`config.mk`:
```
export PLATFORM = sky130hd
export DESIGN_NAME = bank_cmd_tracker
export DESIGN_NICKNAME = d
export VERILOG_FILES = /design/src/rtl/bkt_pkg.sv /design/src/rtl/bkt_cmd_decode.sv /design/src/rtl/bkt_bank_slot.sv /design/src/rtl/bkt_dev_fsm.sv /design/src/rtl/bank_cmd_tracker.sv
export SDC_FILE = /design/constraint.sdc
export NUM_CORES = 1
export LEC_CHECK = 0
export BUFFER_PORTS_ARGS = -buffer_cell sky130_fd_sc_hd__buf_4
export CORE_ASPECT_RATIO = 0.75
export CORE_UTILIZATION = 23
export CTS_CLUSTER_SIZE = 20
export DETAILED_ROUTE_END_ITERATION = 7
export PLACE_DENSITY = 0.35
export SYNTH_ARGS = -nofsm -noshare
export SYNTH_HDL_FRONTEND = slang
export SYNTH_SLANG_ARGS = --single-unit
```
`constraint.sdc`:
```
create_clock -name clk -period 5.3 [get_ports clk]
set_input_delay 0.265 -clock clk [delete_from_list [all_inputs] [get_ports clk]]
set_output_delay 0.265 -clock clk [all_outputs]
set_load 0.02 [all_outputs]
```
`src/rtl/bkt_pkg.sv`:
```
package bkt_pkg;

  typedef enum logic [3:0] {
    CMD_NOP = 4'd0,
    CMD_ACT = 4'd1,
    CMD_RD  = 4'd2,
    CMD_WR  = 4'd3,
    CMD_PRE = 4'd4,
    CMD_REF = 4'd5,
    CMD_SRE = 4'd6,
    CMD_MRS = 4'd7,
    CMD_ZQC = 4'd8
  } bkt_cmd_e;

  typedef enum logic [1:0] {
    DS_NORMAL  = 2'd0,
    DS_PDOWN   = 2'd1,
    DS_SREF    = 2'd2,
    DS_REFRESH = 2'd3
  } bkt_dev_e;

  localparam logic [2:0] ERR_NONE    = 3'd0;
  localparam logic [2:0] ERR_CLOSED  = 3'd1;
  localparam logic [2:0] ERR_DBL_ACT = 3'd2;
  localparam logic [2:0] ERR_NOTIDLE = 3'd3;
  localparam logic [2:0] ERR_BUSY    = 3'd4;
  localparam logic [2:0] ERR_APPEND  = 3'd5;
  localparam logic [2:0] ERR_SRE_CKE = 3'd6;

  // Commands that are only legal with every bank idle.
  function automatic logic needs_all_idle(input logic [3:0] c);
    return (c == CMD_REF) || (c == CMD_MRS) || (c == CMD_ZQC);
  endfunction

  // Column access commands.
  function automatic logic is_access(input logic [3:0] c);
    return (c == CMD_RD) || (c == CMD_WR);
  endfunction

endpackage

```
`src/rtl/bkt_cmd_decode.sv`:
```
module bkt_cmd_decode
  import bkt_pkg::*;
#(
  parameter int NUM_BANKS = 8,
  parameter int BA_W      = $clog2(NUM_BANKS)
) (
  input  logic                 cs_n,
  input  logic [3:0]           cmd,
  input  logic [BA_W-1:0]      bank,
  input  logic                 a10,
  input  logic                 a12,
  input  logic                 cke,
  input  bkt_dev_e             dev_state,
  input  logic [NUM_BANKS-1:0] bank_open,
  input  logic [NUM_BANKS-1:0] ap_pending,
  output logic [NUM_BANKS-1:0] sel,
  output logic                 ev_act,
  output logic                 ev_arm,
  output logic                 ev_pre_one,
  output logic                 ev_pre_all,
  output logic                 ev_ref,
  output logic                 ev_sref,
  output logic                 ev_pdown,
  output logic                 bc_nxt,
  output logic [2:0]           err_nxt
);

  function automatic logic [NUM_BANKS-1:0] onehot(input logic [BA_W-1:0] b);
    logic [NUM_BANKS-1:0] v;
    v = '0;
    v[b] = 1'b1;
    return v;
  endfunction

  logic [3:0] cmd_v;
  logic       any_open;
  logic       tgt_open;
  logic       tgt_pend;

  assign cmd_v    = cs_n ? 4'(CMD_NOP) : cmd;
  assign sel      = onehot(bank);
  assign any_open = |bank_open;
  assign tgt_open = |(bank_open & sel);
  assign tgt_pend = |(ap_pending & sel);

  always_comb begin
    ev_act     = 1'b0;
    ev_arm     = 1'b0;
    ev_pre_one = 1'b0;
    ev_pre_all = 1'b0;
    ev_ref     = 1'b0;
    ev_sref    = 1'b0;
    ev_pdown   = 1'b0;
    bc_nxt     = 1'b0;
    err_nxt    = ERR_NONE;
    unique case (dev_state)
      DS_NORMAL: begin
        if (!cke) begin
          if (cmd_v == CMD_SRE) begin
            if (any_open) err_nxt = ERR_NOTIDLE;
            else          ev_sref = 1'b1;
          end else begin
            ev_pdown = 1'b1;
          end
        end else if (cmd_v == CMD_ACT) begin
          if (tgt_open) err_nxt = ERR_DBL_ACT;
          else          ev_act  = 1'b1;
        end else if (is_access(cmd_v)) begin
          if (!tgt_open)     err_nxt = ERR_CLOSED;
          else if (tgt_pend) err_nxt = ERR_APPEND;
          else begin
            bc_nxt = !a12;
            ev_arm = a10;
          end
        end else if (cmd_v == CMD_PRE) begin
          ev_pre_all = a10;
          ev_pre_one = !a10;
        end else if (cmd_v == CMD_SRE) begin
          err_nxt = ERR_SRE_CKE;
        end else if (needs_all_idle(cmd_v)) begin
          if (any_open)              err_nxt = ERR_NOTIDLE;
          else if (cmd_v == CMD_REF) ev_ref  = 1'b1;
        end
      end
      DS_REFRESH: begin
        if (cmd_v != CMD_NOP) err_nxt = ERR_BUSY;
      end
      default: ;
    endcase
  end

endmodule

```
`src/rtl/bkt_bank_slot.sv`:
```
module bkt_bank_slot #(
  parameter int AP_DELAY = 4,
  parameter int CNT_W    = $clog2(AP_DELAY + 1)
) (
  input  logic clk,
  input  logic rst_n,
  input  logic sel,
  input  logic ev_act,
  input  logic ev_arm,
  input  logic ev_pre_one,
  input  logic ev_pre_all,
  output logic open_o,
  output logic pend_o
);

  logic [CNT_W-1:0] cnt;
  logic             close_now;

  assign close_now = ev_pre_all || (sel && ev_pre_one);

  always_ff @(posedge clk or negedge rst_n) begin
    if (!rst_n) begin
      open_o <= 1'b0;
      pend_o <= 1'b0;
      cnt    <= '0;
    end else if (close_now) begin
      open_o <= 1'b0;
      pend_o <= 1'b0;
      cnt    <= '0;
    end else if (sel && ev_act) begin
      open_o <= 1'b1;
    end else if (sel && ev_arm) begin
      pend_o <= 1'b1;
      cnt    <= CNT_W'(AP_DELAY);
    end else if (pend_o) begin
      if (cnt == CNT_W'(1)) begin
        open_o <= 1'b0;
        pend_o <= 1'b0;
        cnt    <= '0;
      end else begin
        cnt <= cnt - CNT_W'(1);
      end
    end
  end

endmodule

```
`src/rtl/bkt_dev_fsm.sv`:
```
module bkt_dev_fsm
  import bkt_pkg::*;
#(
  parameter int REF_CYCLES = 6,
  parameter int RC_W       = $clog2(REF_CYCLES + 1)
) (
  input  logic     clk,
  input  logic     rst_n,
  input  logic     cke,
  input  logic     any_open,
  input  logic     ev_ref,
  input  logic     ev_sref,
  input  logic     ev_pdown,
  output bkt_dev_e state_o,
  output logic     pd_with_open_o
);

  logic [RC_W-1:0] rcnt;

  always_ff @(posedge clk or negedge rst_n) begin
    if (!rst_n) begin
      state_o        <= DS_NORMAL;
      pd_with_open_o <= 1'b0;
      rcnt           <= '0;
    end else begin
      unique case (state_o)
        DS_NORMAL: begin
          if (ev_ref) begin
            state_o <= DS_REFRESH;
            rcnt    <= RC_W'(REF_CYCLES);
          end else if (ev_sref) begin
            state_o <= DS_SREF;
          end else if (ev_pdown) begin
            state_o        <= DS_PDOWN;
            pd_with_open_o <= any_open;
          end
        end
        DS_PDOWN: begin
          if (cke) begin
            state_o        <= DS_NORMAL;
            pd_with_open_o <= 1'b0;
          end
        end
        DS_SREF: begin
          if (cke) state_o <= DS_NORMAL;
        end
        DS_REFRESH: begin
          if (rcnt == RC_W'(1)) begin
            state_o <= DS_NORMAL;
            rcnt    <= '0;
          end else begin
            rcnt <= rcnt - RC_W'(1);
          end
        end
        default: state_o <= DS_NORMAL;
      endcase
    end
  end

endmodule

```
`src/rtl/bank_cmd_tracker.sv`:
```
module bank_cmd_tracker
  import bkt_pkg::*;
#(
  parameter int NUM_BANKS  = 8,
  parameter int AP_DELAY   = 4,
  parameter int REF_CYCLES = 6,
  localparam int BA_W      = $clog2(NUM_BANKS)
) (
  input  logic                 clk,
  input  logic                 rst_n,
  input  logic                 cs_n,
  input  logic [3:0]           cmd,
  input  logic [BA_W-1:0]      bank,
  input  logic                 a10,
  input  logic                 a12,
  input  logic                 cke,
  output logic [NUM_BANKS-1:0] bank_open,
  output logic [NUM_BANKS-1:0] ap_pending,
  output logic [1:0]           dev_state,
  output logic                 pd_with_open,
  output logic                 bc_pulse,
  output logic                 err_pulse,
  output logic [2:0]           err_code
);

  logic [NUM_BANKS-1:0] sel;
  logic                 ev_act, ev_arm, ev_pre_one, ev_pre_all;
  logic                 ev_ref, ev_sref, ev_pdown;
  logic                 bc_nxt;
  logic [2:0]           err_nxt;
  bkt_dev_e             ds;

  assign dev_state = ds;

  bkt_cmd_decode #(.NUM_BANKS(NUM_BANKS), .BA_W(BA_W)) u_dec (
    .cs_n(cs_n), .cmd(cmd), .bank(bank), .a10(a10), .a12(a12), .cke(cke),
    .dev_state(ds), .bank_open(bank_open), .ap_pending(ap_pending),
    .sel(sel), .ev_act(ev_act), .ev_arm(ev_arm), .ev_pre_one(ev_pre_one),
    .ev_pre_all(ev_pre_all), .ev_ref(ev_ref), .ev_sref(ev_sref),
    .ev_pdown(ev_pdown), .bc_nxt(bc_nxt), .err_nxt(err_nxt)
  );

  for (genvar i = 0; i < NUM_BANKS; i++) begin : g_bank
    bkt_bank_slot #(.AP_DELAY(AP_DELAY)) u_slot (
      .clk(clk), .rst_n(rst_n), .sel(sel[i]), .ev_act(ev_act),
      .ev_arm(ev_arm), .ev_pre_one(ev_pre_one), .ev_pre_all(ev_pre_all),
      .open_o(bank_open[i]), .pend_o(ap_pending[i])
    );
  end

  bkt_dev_fsm #(.REF_CYCLES(REF_CYCLES)) u_dev (
    .clk(clk), .rst_n(rst_n), .cke(cke), .any_open(|bank_open),
    .ev_ref(ev_ref), .ev_sref(ev_sref), .ev_pdown(ev_pdown),
    .state_o(ds), .pd_with_open_o(pd_with_open)
  );

  always_ff @(posedge clk or negedge rst_n) begin
    if (!rst_n) begin
      bc_pulse  <= 1'b0;
      err_pulse <= 1'b0;
      err_code  <= ERR_NONE;
    end else begin
      bc_pulse  <= bc_nxt;
      err_pulse <= (err_nxt != ERR_NONE);
      err_code  <= err_nxt;
    end
  end

endmodule

```
==> results of run 1 <==
-- worst max path at each step --
stage,from,endpoint,slack (ns),depth (start not counted)
after floorplan,u_dev.state_o[0]$_DFFE_PN0P_,g_bank[2].u_slot.cnt[1]$_DFFE_PN0P_,3.17,9
after global placement,u_dev.state_o[0]$_DFFE_PN0P_,g_bank[0].u_slot.cnt[0]$_DFFE_PN0P_,2.74,8
after detailed placement,u_dev.state_o[0]$_DFFE_PN0P_,g_bank[1].u_slot.cnt[2]$_DFFE_PN0P_,2.61,8
after CTS,u_dev.state_o[0]$_DFFE_PN0P_,g_bank[1].u_slot.cnt[2]$_DFFE_PN0P_,2.61,8
after global routing,u_dev.state_o[0]$_DFFE_PN0P_,g_bank[7].u_slot.cnt[2]$_DFFE_PN0P_,2.39,8
final,u_dev.state_o[0]$_DFFE_PN0P_,g_bank[7].u_slot.cnt[2]$_DFFE_PN0P_,2.60,8
-- state kept, by name, indices dropped and copies added (netlist names) --
register	flops
g_bank.u_slot.pend_o	8
err_code	3
u_dev.rcnt	3
g_bank.u_slot.cnt	24
bc_pulse	1
u_dev.state_o	2
err_pulse	1
u_dev.pd_with_open_o	1
g_bank.u_slot.open_o	8
-- cells by family (layout without fill, tap and decap cells) --
group | Yosys count | count (layout)
AOI/OAI and AO/OA | 107 | 107
DFF | 51 | 51
adders and majority gates | 21 | 21
buffers and inverters | 61 | 81
and+or+nand+nor | 157 | 157
muxes | 8 | 8
-- metrics by stage --
stage | hold slack [ns] | worst slack [ns] | utilization | instance area (µm²) | std cells
final | 0.01755 | 2.601 | 0.2704 | 4116 | 630
after global routing | 0.07894 | 2.387 | 0.2704 | 4116 | 630
after CTS | 0.06086 | 2.607 | 0.2704 | 4116 | 630
after detailed placement | 0.3848 | 2.614 | 0.2590 | 3943 | 622
after global placement | 0.3875 | 2.736 | 0.2590 | 3943 | 622
after floorplan | -0.03059 | 3.170 | - | 3588 | 405
-- area by class of cell --
class | instances | area [µm²]
clock buffers | 6 | 138.9
clock inverters | 2 | 35.03
fillers | 1672 | 11110
inverters | 37 | 138.9
multi-input cells | 293 | 2001
flip-flops and latches | 51 | 1276
well taps | 205 | 256.5
repair buffers | 36 | 270.3
-- power by group through the flow --
| stage | Combinational (W) | Sequential [W] | Clock (W) |
|---|---|---|---|
| 2_1_floorplan | 0.000373 | 0.000566 | 0 |
| 3_3_place_gp | 0.000526 | 0.000567 | 0 |
| 3_5_place_dp | 0.000522 | 0.000567 | 0 |
| 4_1_cts | 0.000525 | 0.000560 | 0.000404 |
| 5_1_grt | 0.000592 | 0.000575 | 0.000417 |
| 6_report | 0.000518 | 0.000560 | 0.000387 |
-- cell usage in the layout (no fill, tap or decap), types with 7 or more instances in the layout --
master    n
a21o_1    7
a21oi_1  10
buf_4    36
dfrtp_1  51
ha_1     21
inv_1    34
nand2_1  54
nand3_1  10
nand4_1  14
nor2_1   29
nor2b_1   9
nor3_1    7
o21ai_1  18
o21ai_2   8
o22ai_1   9
-- critical path, stage by stage, from the launching register on --
cell and delay (ns):
dfrtp_1 0.43, inv_1 0.08, ha_1 0.31, nand2_1 0.20, a21oi_1 0.78, and2_4 0.30, nand2_2 0.15, nor3_2 0.20
o311a_1 0.17
-- routing by layer --
metal	track usage	vias up	wire, µm
li1	-	1490	-
met1	0.1900	1407	5428
met2	0.1918	31	4015
met5	0	-	0
met3	0.02551	4	295
met4	0.03274	0	82
-- synthesized netlist by cell type, types with 3 or more instances --
library cell / count / area [µm²]
nor2b_1: 9 / 56.30
inv_1: 34 / 127.6
or2_2: 3 / 18.77
a21o_1: 7 / 52.55
nand4_1: 14 / 87.58
nor3_1: 7 / 35.03
o211ai_1: 5 / 37.54
or3_1: 5 / 31.28
a31oi_1: 4 / 25.02
o2bb2ai_1: 3 / 26.28
o311a_1: 5 / 50.05
or4_1: 3 / 22.52
buf_2: 3 / 15.01
o21ai_2: 8 / 70.07
a22o_1: 6 / 52.55
mux2i_1: 5 / 50.05
clkinv_1: 3 / 11.26
a21oi_1: 10 / 50.05
nand3_1: 10 / 50.05
nand2b_1: 4 / 25.02
o21ai_1: 18 / 90.09
o21ai_0: 6 / 30.03
o22ai_1: 9 / 56.30
buf_4: 17 / 127.6
ha_1: 21 / 262.8
nor2_1: 29 / 108.9
nand2_1: 54 / 202.7
dfrtp_1: 51 / 1276
o21a_1: 3 / 22.52
==> impl_metrics.py, run 1 <==
metrics = {
    "cts": {
        "cts_tree": "yes",
        "root_buffer": "clkbuf_16",
        "insertion_delay_ns": 0.29,
        "postCtsHoldBufs": 0,
        "ctsResizeCount": 0,
        "numCtsBuffers": 5,
        "cts.reportedPaths.clkPinSlew_ns": 0.07,
        "htreeDepth": 2,
        "clk_path_buf_depth": 2,
        "cts.sinks": 51,
        "post_cts_buffers": 0,
    },
    "floorplanning": {
        "io_pins": 37,
        "die_h_um": 110.2,
        "start_util": 0.2357,
        "core_um2": 15220,
        "num_rows": 39,
        "die-area_um2": 16110,
        "fp.dieW_um": 146.2,
    },
    "layout": {
        "final_nets": 458,
        "diodes": 0,
        "drive_above_1_share": 0.1765,
        "syn_to_final_growth_pct": 14.71,
    },
    "timing": {
        "setup_violations": 0,
        "fmax_ghz": 0.3705,
        "relSlewSlack": 0.3573,
        "slew_viol_final": 0,
        "period_minus_slack_ns": 2.699,
        "worst_pin_slew_ns": 0.9641,
        "finalHoldViolCount": 0,
        "skew_ns": 0.006212,
        "min_period_over_period": 0.5093,
        "tns_ns": 0,
        "rsz0062_at_grt": "no",
    },
    "setup_path": {
        "r2r-end": "g_bank[7].u_slot.cnt[2]$_DFFE_PN0P_",
        "reg2regPathDepth": 8,
        "endpoint_kind": "flip-flop",
        "cp-start-kind": "flip-flop",
        "critPathKind": "reg -> reg",
        "required_ns": 5.53,
        "reg2reg_from": "u_dev.state_o[0]$_DFFE_PN0P_",
        "cp_max_fo": 9,
        "cp.arrival_ns": 2.93,
        "reg2reg_setup_slack_ns": 2.60,
    },
    "yosys": {
        "avgSynthCellArea_um2": 8.860,
        "synthCells": 405,
        "ys_warn_count": 0,
        "synth_edf_count": 0,
        "synth_top_family_by_area": "simple AND/OR/NAND/NOR gates",
        "synthFlopType": "dfrtp_1",
        "synth-compound-area-share": 0.2221,
        "syn_nets": 439,
        "yosysSeqAreaShare": 0.3556,
        "syn_area_um2": 3588,
        "synth-seq-cells": 51,
        "post_synth_num_cell_types": 67,
        "synthMuxAreaShare": 0.03278,
        "synth-adder-area-share": 0.07322,
        "synth-simple-area-share": 0.2294,
        "synth_xor_xnor_area_share": 0,
        "synth-async-reset-ratio": 1.000,
    },
    "global_routing": {
        "grt_start_max_net_pins": 52,
        "grt_overflow": 0,
        "first_global_vias": 2893,
        "grt_usage": 0.1293,
        "grt_pass1_wl_um": 16090,
        "antenna_found_initial": 0,
    },
    "route": {
        "wire_per_inst_um": 15.59,
        "routed_wl_um": 9822,
        "drt_iter0_markers": 168,
        "drtAntennaViolNets": 0,
        "drc": 0,
        "vias": 2932,
        "dr.pass1.iters": 4,
        "drt-vias-per-instance": 4.654,
    },
    "placement": {
        "port_buffers": 36,
        "place.detailed.hpwl_um": 7384,
        "gp_congestion": 0.7498,
    },
    "power_and_ir_drop": {
        "intPower_w": 0.0009400,
        "leakagePower_nw": 1.852,
        "pwr-share-seq": 0.382,
        "ir_drop_mv": 0.1111,
        "p_total_w": 0.001466,
        "comb_power_share": 0.354,
        "switching_share": 0.3586,
        "p_clk_frac": 0.264,
        "p_sw_w": 0.0005256,
        "pwr_density_cell_nw_per_um2": 356.0,
    },
    "run": {
        "cap_violations": 0,
    },
    "worst_hold_path": {
        "hold_class": "in -> async",
    },
    "outcome": {
        "status": "finished, final reports clean",
    },
}
No activity file was read; power rests on OpenSTA's default activity.
==> run 2: changes to the inputs <==
Clock period 5.3 ns to 2.6 ns, I/O delays scaled along.
==> impl_metrics.py, run 2 (synthesis gave the netlist of run 1 again) <==
metrics = {
    "outcome": {
        "status": "finished, final reports clean",
    },
    "run": {
        "cap_violations": 0,
    },
    "placement": {
        "place.detailed.hpwl_um": 7644,
        "gp_congestion": 0.7488,
        "placed_cells": 627,
        "place_area_um2": 3980,
        "port_buffers": 36,
    },
    "route": {
        "drc": 0,
        "dr.pass1.iters": 5,
        "wire_per_inst_um": 16.08,
        "routed_wl_um": 10240,
        "drt-vias-per-instance": 4.783,
        "drtAntennaViolNets": 0,
        "drt_iter0_markers": 165,
        "vias": 3047,
    },
    "timing": {
        "period_minus_slack_ns": 2.244,
        "slew_viol_final": 0,
        "finalHoldViolCount": 0,
        "min_period_over_period": 0.8630,
        "fmax_ghz": 0.4457,
        "holdWs_ns": 0.08699,
        "skew_ns": 0.007208,
        "tns_ns": 0,
        "worst_pin_slew_ns": 0.7381,
        "relSlewSlack": 0.5028,
        "setup_violations": 0,
        "rsz0062_at_grt": "no",
    },
    "setup_path": {
        "reg2reg_setup_slack_ns": 0.36,
        "crit_start": "u_dev.state_o[0]$_DFFE_PN0P_",
        "cp_slowest_stage_delay_ns": 0.43,
        "reg2reg_from": "u_dev.state_o[0]$_DFFE_PN0P_",
        "reg2regPathDepth": 9,
        "critPathKind": "reg -> reg",
        "cp.arrival_ns": 2.46,
        "cp_max_fo": 9,
        "worst_path_max_delay_cell": "dfrtp_1",
        "cp-start-kind": "flip-flop",
        "required_ns": 2.82,
        "r2r-end": "g_bank[2].u_slot.cnt[1]$_DFFE_PN0P_",
        "endpoint_kind": "flip-flop",
        "worstSetupEndpoint": "g_bank[2].u_slot.cnt[1]$_DFFE_PN0P_",
        "worstPathCellList": "inv_1, ha_1, nand2_1, a21oi_1, buf_4, and2_4, and3_4, or3_1, o22ai_1",
    },
    "layout": {
        "top_regs": "g_bank.u_slot.cnt (24), g_bank.u_slot.open_o (8), g_bank.u_slot.pend_o (8)",
        "largest_reg_flops": 24,
        "fin_area_um2": 4138,
        "regMostFlops": "g_bank.u_slot.cnt",
        "instances_no_fill": 637,
        "syn_to_final_growth_pct": 15.31,
        "final_nets": 465,
        "mostFrequentLayoutCells": "nand2_1 (54), dfrtp_1 (51), buf_4 (41), inv_1 (34), nor2_1 (29)",
        "final_common_cell": "nand2_1",
        "diodes": 0,
        "drive_above_1_share": 0.1806,
    },
    "power_and_ir_drop": {
        "leakagePower_nw": 1.868,
        "p_total_w": 0.002892,
        "ir_drop_mv": 0.2583,
        "pwr_density_cell_nw_per_um2": 699.0,
    },
    "floorplanning": {
        "num_rows": 39,
        "core_um2": 15220,
        "fp.dieW_um": 146.2,
        "die-area_um2": 16110,
        "start_util": 0.2357,
        "die_h_um": 110.2,
        "io_pins": 37,
    },
    "worst_hold_path": {
        "holdPathStages": 2,
        "hold_class": "in -> reg",
    },
    "cts": {
        "clk_path_buf_depth": 2,
        "numCtsBuffers": 5,
        "ctsResizeCount": 0,
        "root_buffer": "clkbuf_16",
        "cts.sinks": 51,
        "htreeDepth": 2,
        "cts_tree": "yes",
        "insertion_delay_ns": 0.30,
        "post_cts_buffers": 0,
        "cts.reportedPaths.clkPinSlew_ns": 0.07,
    },
    "global_routing": {
        "first_global_vias": 2982,
        "antenna_found_initial": 0,
        "grt_overflow": 0,
        "grt_usage": 0.1326,
        "grt_pass1_wl_um": 16480,
        "grt_start_max_net_pins": 52,
    },
}
==> run 2: cell type report <==
cell class                 count  area (µm²)
clock inverter                 1       5.005
tap                          205       256.5
inverter                      37       138.9
multi-input combinational    293        2001
sequential                    51        1276
clock buffer                   7       132.6
fill                        1685       11090
timing repair buffer          43       327.8
==> run 2: timing repair <==
| action | CTS | global route |
|---|---|---|
| setup endpoints to repair | 0 | 0 |
| hold buffers | 2 | 0 |
| endpoints found under the hold margin | 52 | 0 |
==> run 2: per-layer routing <==
| metal | part of all wire | wire (µm) | vias up | global-route usage |
|---|---|---|---|---|
| met4 | 0.0056 | 57 | 0 | 0.02827 |
| li1 | - | - | 1506 | - |
| met1 | 0.53 | 5380 | 1469 | 0.1953 |
| met3 | 0.057 | 588 | 5 | 0.02510 |
| met5 | 0 | 0 | - | 0 |
| met2 | 0.41 | 4217 | 67 | 0.1993 |
==> run 2: worst min-delay path by stage <==
stage                from                                   to
floorplan           rst_n                   bc_pulse$_DFF_PN0_
global placement    rst_n  g_bank[2].u_slot.cnt[0]$_DFFE_PN0P_
detailed placement  rst_n            u_dev.rcnt[2]$_DFFE_PN0P_
CTS                   cke                err_code[0]$_DFF_PN0_
global route          cke                err_code[0]$_DFF_PN0_
finish                cke                err_code[0]$_DFF_PN0_
==> run 2: per-stage QoR <==
step	util	setup WS (ns)
final	0.2718	0.3562
after global placement	0.2614	0.3738
after CTS	0.2718	0.3774
after detailed placement	0.2614	0.3615
after floorplan	-	0.4699
after global routing	0.2718	0.1705
==> run 2: power breakdown <==
group	switching (W)	internal, W	total (W)
Combinational	0.000619	0.000464	0.00108
Clock	0.000312	0.000358	0.000670
Sequential	0.000152	0.000987	0.00114
Total	0.00108	0.00181	0.00289
==> run 2: critical path: cells and delay by family, from the launching register on <==
family                     cells  cell delay (ns)
AOI/OAI and AO/OA              2             0.24
adders and majority gates      1             0.30
buffers and inverters          2             0.26
DFF                            1             0.43
and+or+nand+nor                4             0.95
==> run 3: changes to the inputs <==
Settings changed: SYNTH_HIERARCHICAL from default to 1.
==> impl_metrics.py, run 3 <==
metrics = {
    "cts": {
        "root_buffer": "clkbuf_16",
        "clk_path_buf_depth": 2,
        "htreeDepth": 2,
        "cts.sinks": 51,
        "cts.reportedPaths.clkPinSlew_ns": 0.06,
        "numCtsBuffers": 5,
        "insertion_delay_ns": 0.30,
        "cts_tree": "yes",
    },
    "route": {
        "wire_per_inst_um": 15.33,
        "drt-vias-per-instance": 4.841,
        "dr.pass1.iters": 4,
        "drt_iter0_markers": 182,
        "routed_wl_um": 10500,
        "drc": 0,
        "vias": 3316,
        "drtAntennaViolNets": 0,
    },
    "global_routing": {
        "antenna_found_initial": 0,
        "grt_overflow": 0,
        "grt_pass1_wl_um": 17390,
        "grt_start_max_net_pins": 52,
        "grt_usage": 0.1309,
        "first_global_vias": 3236,
    },
    "layout": {
        "multi_input_area_um2": 2347,
        "final_common_cell": "buf_4",
        "largest_reg_flops": 24,
        "drive_above_1_share": 0.2253,
        "seq_area_um2": 1279,
        "fillers": 1716,
        "top_regs": "g_bank.u_slot/cnt (24), g_bank.u_slot/open_o (8), g_bank.u_slot/pend_o (8)",
        "final_nets": 512,
        "final_util": 0.2959,
        "diodes": 0,
        "regMostFlops": "g_bank.u_slot/cnt",
        "mostFrequentLayoutCells": "buf_4 (67), dfrtp_1 (49), nor2_1 (35), inv_1 (28), ha_1 (23)",
        "syn_to_final_growth_pct": 25.13,
    },
    "yosys": {
        "synth.most_common_cell": "dfrtp_1",
        "avgSynthCellArea_um2": 9.310,
        "synth.top_cells.by_area": "dfrtp_1 (34%), ha_1 (7.9%), nor2_1 (3.7%)",
        "synthCells": 408,
        "syn_area_um2": 3799,
        "post_synth_num_cell_types": 58,
        "synth_edf_count": 0,
        "ys_warn_count": 6,
        "syn_nets": 445,
        "synth-async-reset-ratio": 1.000,
        "yosysTopAreaCell": "dfrtp_1",
        "synth-seq-cells": 51,
        "yosysSeqAreaShare": 0.3360,
        "netlist_top_cells_count": "dfrtp_1 (51), nor2_1 (37), inv_1 (29), ha_1 (24), nor2b_1 (20)",
        "synth_top_area_frac": 0.3360,
        "synthFlopType": "dfrtp_1",
    },
    "setup_path": {
        "cp.arrival_ns": 2.65,
        "critPathKind": "reg -> reg",
        "cp-start-kind": "flip-flop",
        "endpoint_kind": "flip-flop",
        "required_ns": 2.82,
        "cp_max_fo": 16,
    },
    "timing": {
        "setup_violations": 0,
        "worst_pin_slew_ns": 0.7320,
        "min_period_over_period": 0.9343,
        "period_minus_slack_ns": 2.429,
        "skew_ns": 0.007486,
        "tns_ns": 0,
        "fmax_ghz": 0.4117,
        "finalHoldViolCount": 0,
        "rsz0062_at_grt": "no",
        "relSlewSlack": 0.5120,
        "slew_viol_final": 0,
        "setup_ws_ns": 0.1709,
    },
    "floorplanning": {
        "num_rows": 40,
        "die-area_um2": 17040,
        "io_pins": 37,
        "core_um2": 16070,
        "fp.dieW_um": 150.4,
        "start_util": 0.2364,
        "die_h_um": 113.3,
    },
    "placement": {
        "gp_congestion": 0.7360,
        "port_buffers": 36,
        "pre_cts_ws_ns": 0.07327,
        "place.detailed.hpwl_um": 7385,
    },
    "power_and_ir_drop": {
        "leakagePower_nw": 2.290,
        "ir_drop_mv": 0.1889,
        "pwr_density_cell_nw_per_um2": 522.8,
    },
    "run": {
        "cap_violations": 0,
    },
    "worst_hold_path": {
        "hold_class": "in -> reg",
    },
    "outcome": {
        "status": "finished, final reports clean",
    },
}
-- run 3: changes by cell type in the layout (fill, tap and decap cells not counted), sizes merged, moves of 9 or more --
cell,change
nand3b,+9
nor2b,+12
nand4,-14
o21ai,-19
nand2,-42
o31ai,+18
mux2,+10
buf,+31
-- run 3: area by class of cell --
class,count,area share
flip-flops and latches,51,0.2690
well taps,210,0.05528
repair buffers,74,0.1311
inverters,29,0.02290
multi-input cells,314,0.4938
clock buffers,7,0.02790
-- run 3: what timing repair did --
item,4_1_cts,5_1_grt
resized for setup,0,2
setup endpoints to repair,0,13
setup buffers,0,1
endpoints found under the hold margin,52,0
hold buffers,2,0
-- run 3: per-stage QoR --
step | cell area (µm²) | std cells | hold WS [ns] | power [W]
5_1_grt | 4753 | 685 | 0.1022 | 0.002679
3_3_place_gp | 4586 | 675 | 0.2552 | 0.001845
4_1_cts | 4738 | 684 | 0.08265 | 0.002544
3_5_place_dp | 4586 | 675 | 0.2498 | 0.001846
2_1_floorplan | 3851 | 408 | -0.1656 | 0.001565
6_report | 4753 | 685 | 0.1037 | 0.002485
-- run 3: where the power goes --
| group | switching, W | leakage, nW | internal (W) |
|---|---|---|---|
| registers | 0.0000679 | 0.631 | 0.000907 |
| clock network | 0.000303 | 0.0640 | 0.000354 |
| logic | 0.000477 | 1.59 | 0.000376 |
| total | 0.000848 | 2.29 | 0.00164 |
-- run 3: cell families after synthesis --
logic type                 synth area share
AOI/OAI and AO/OA                    0.2589
adders and majority gates           0.07905
buffers and inverters               0.06126
DFF                                  0.3360
muxes                               0.04809
and+or+nand+nor                      0.2167
-- run 3: critical path, cell delays in order (launching register included) --
cell	delay, ns
dfrtp_1	0.40
mux2_2	0.28
nor4_1	0.27
a2111oi_2	0.10
and3b_4	0.40
buf_12	0.16
a21oi_2	0.05
or3b_1	0.41
o22ai_1	0.14
o2bb2ai_1	0.13
-- run 3: path summary, 6_finish.rpt --
kind	startpoint	to	slack, ns	cells past startpoint
worst max-delay path	g_bank[0].u_slot/pend_o$_DFFE_PN0N_	g_bank[7].u_slot/cnt[2]$_DFFE_PN0P_	0.17	9
worst min-delay path	cmd[2]	bc_pulse$_DFF_PN0_	0.10	2
worst max register to register	g_bank[0].u_slot/pend_o$_DFFE_PN0N_	g_bank[7].u_slot/cnt[2]$_DFFE_PN0P_	0.17	9
worst min register to register	u_dev/rcnt[1]$_DFFE_PN0P_	u_dev/rcnt[1]$_DFFE_PN0P_	0.51	1
max in group asynchronous	rst_n	u_dev/state_o[0]$_DFFE_PN0P_	1.64	2
min in group asynchronous	rst_n	g_bank[4].u_slot/cnt[1]$_DFFE_PN0P_	0.43	2
-- run 3: layer usage --
| layer | GRT usage | part of all wire |
|---|---|---|
| met5 | 0 | 0 |
| met4 | 0.03838 | 0.012 |
| met3 | 0.02177 | 0.032 |
| met2 | 0.1985 | 0.44 |
| met1 | 0.1885 | 0.52 |
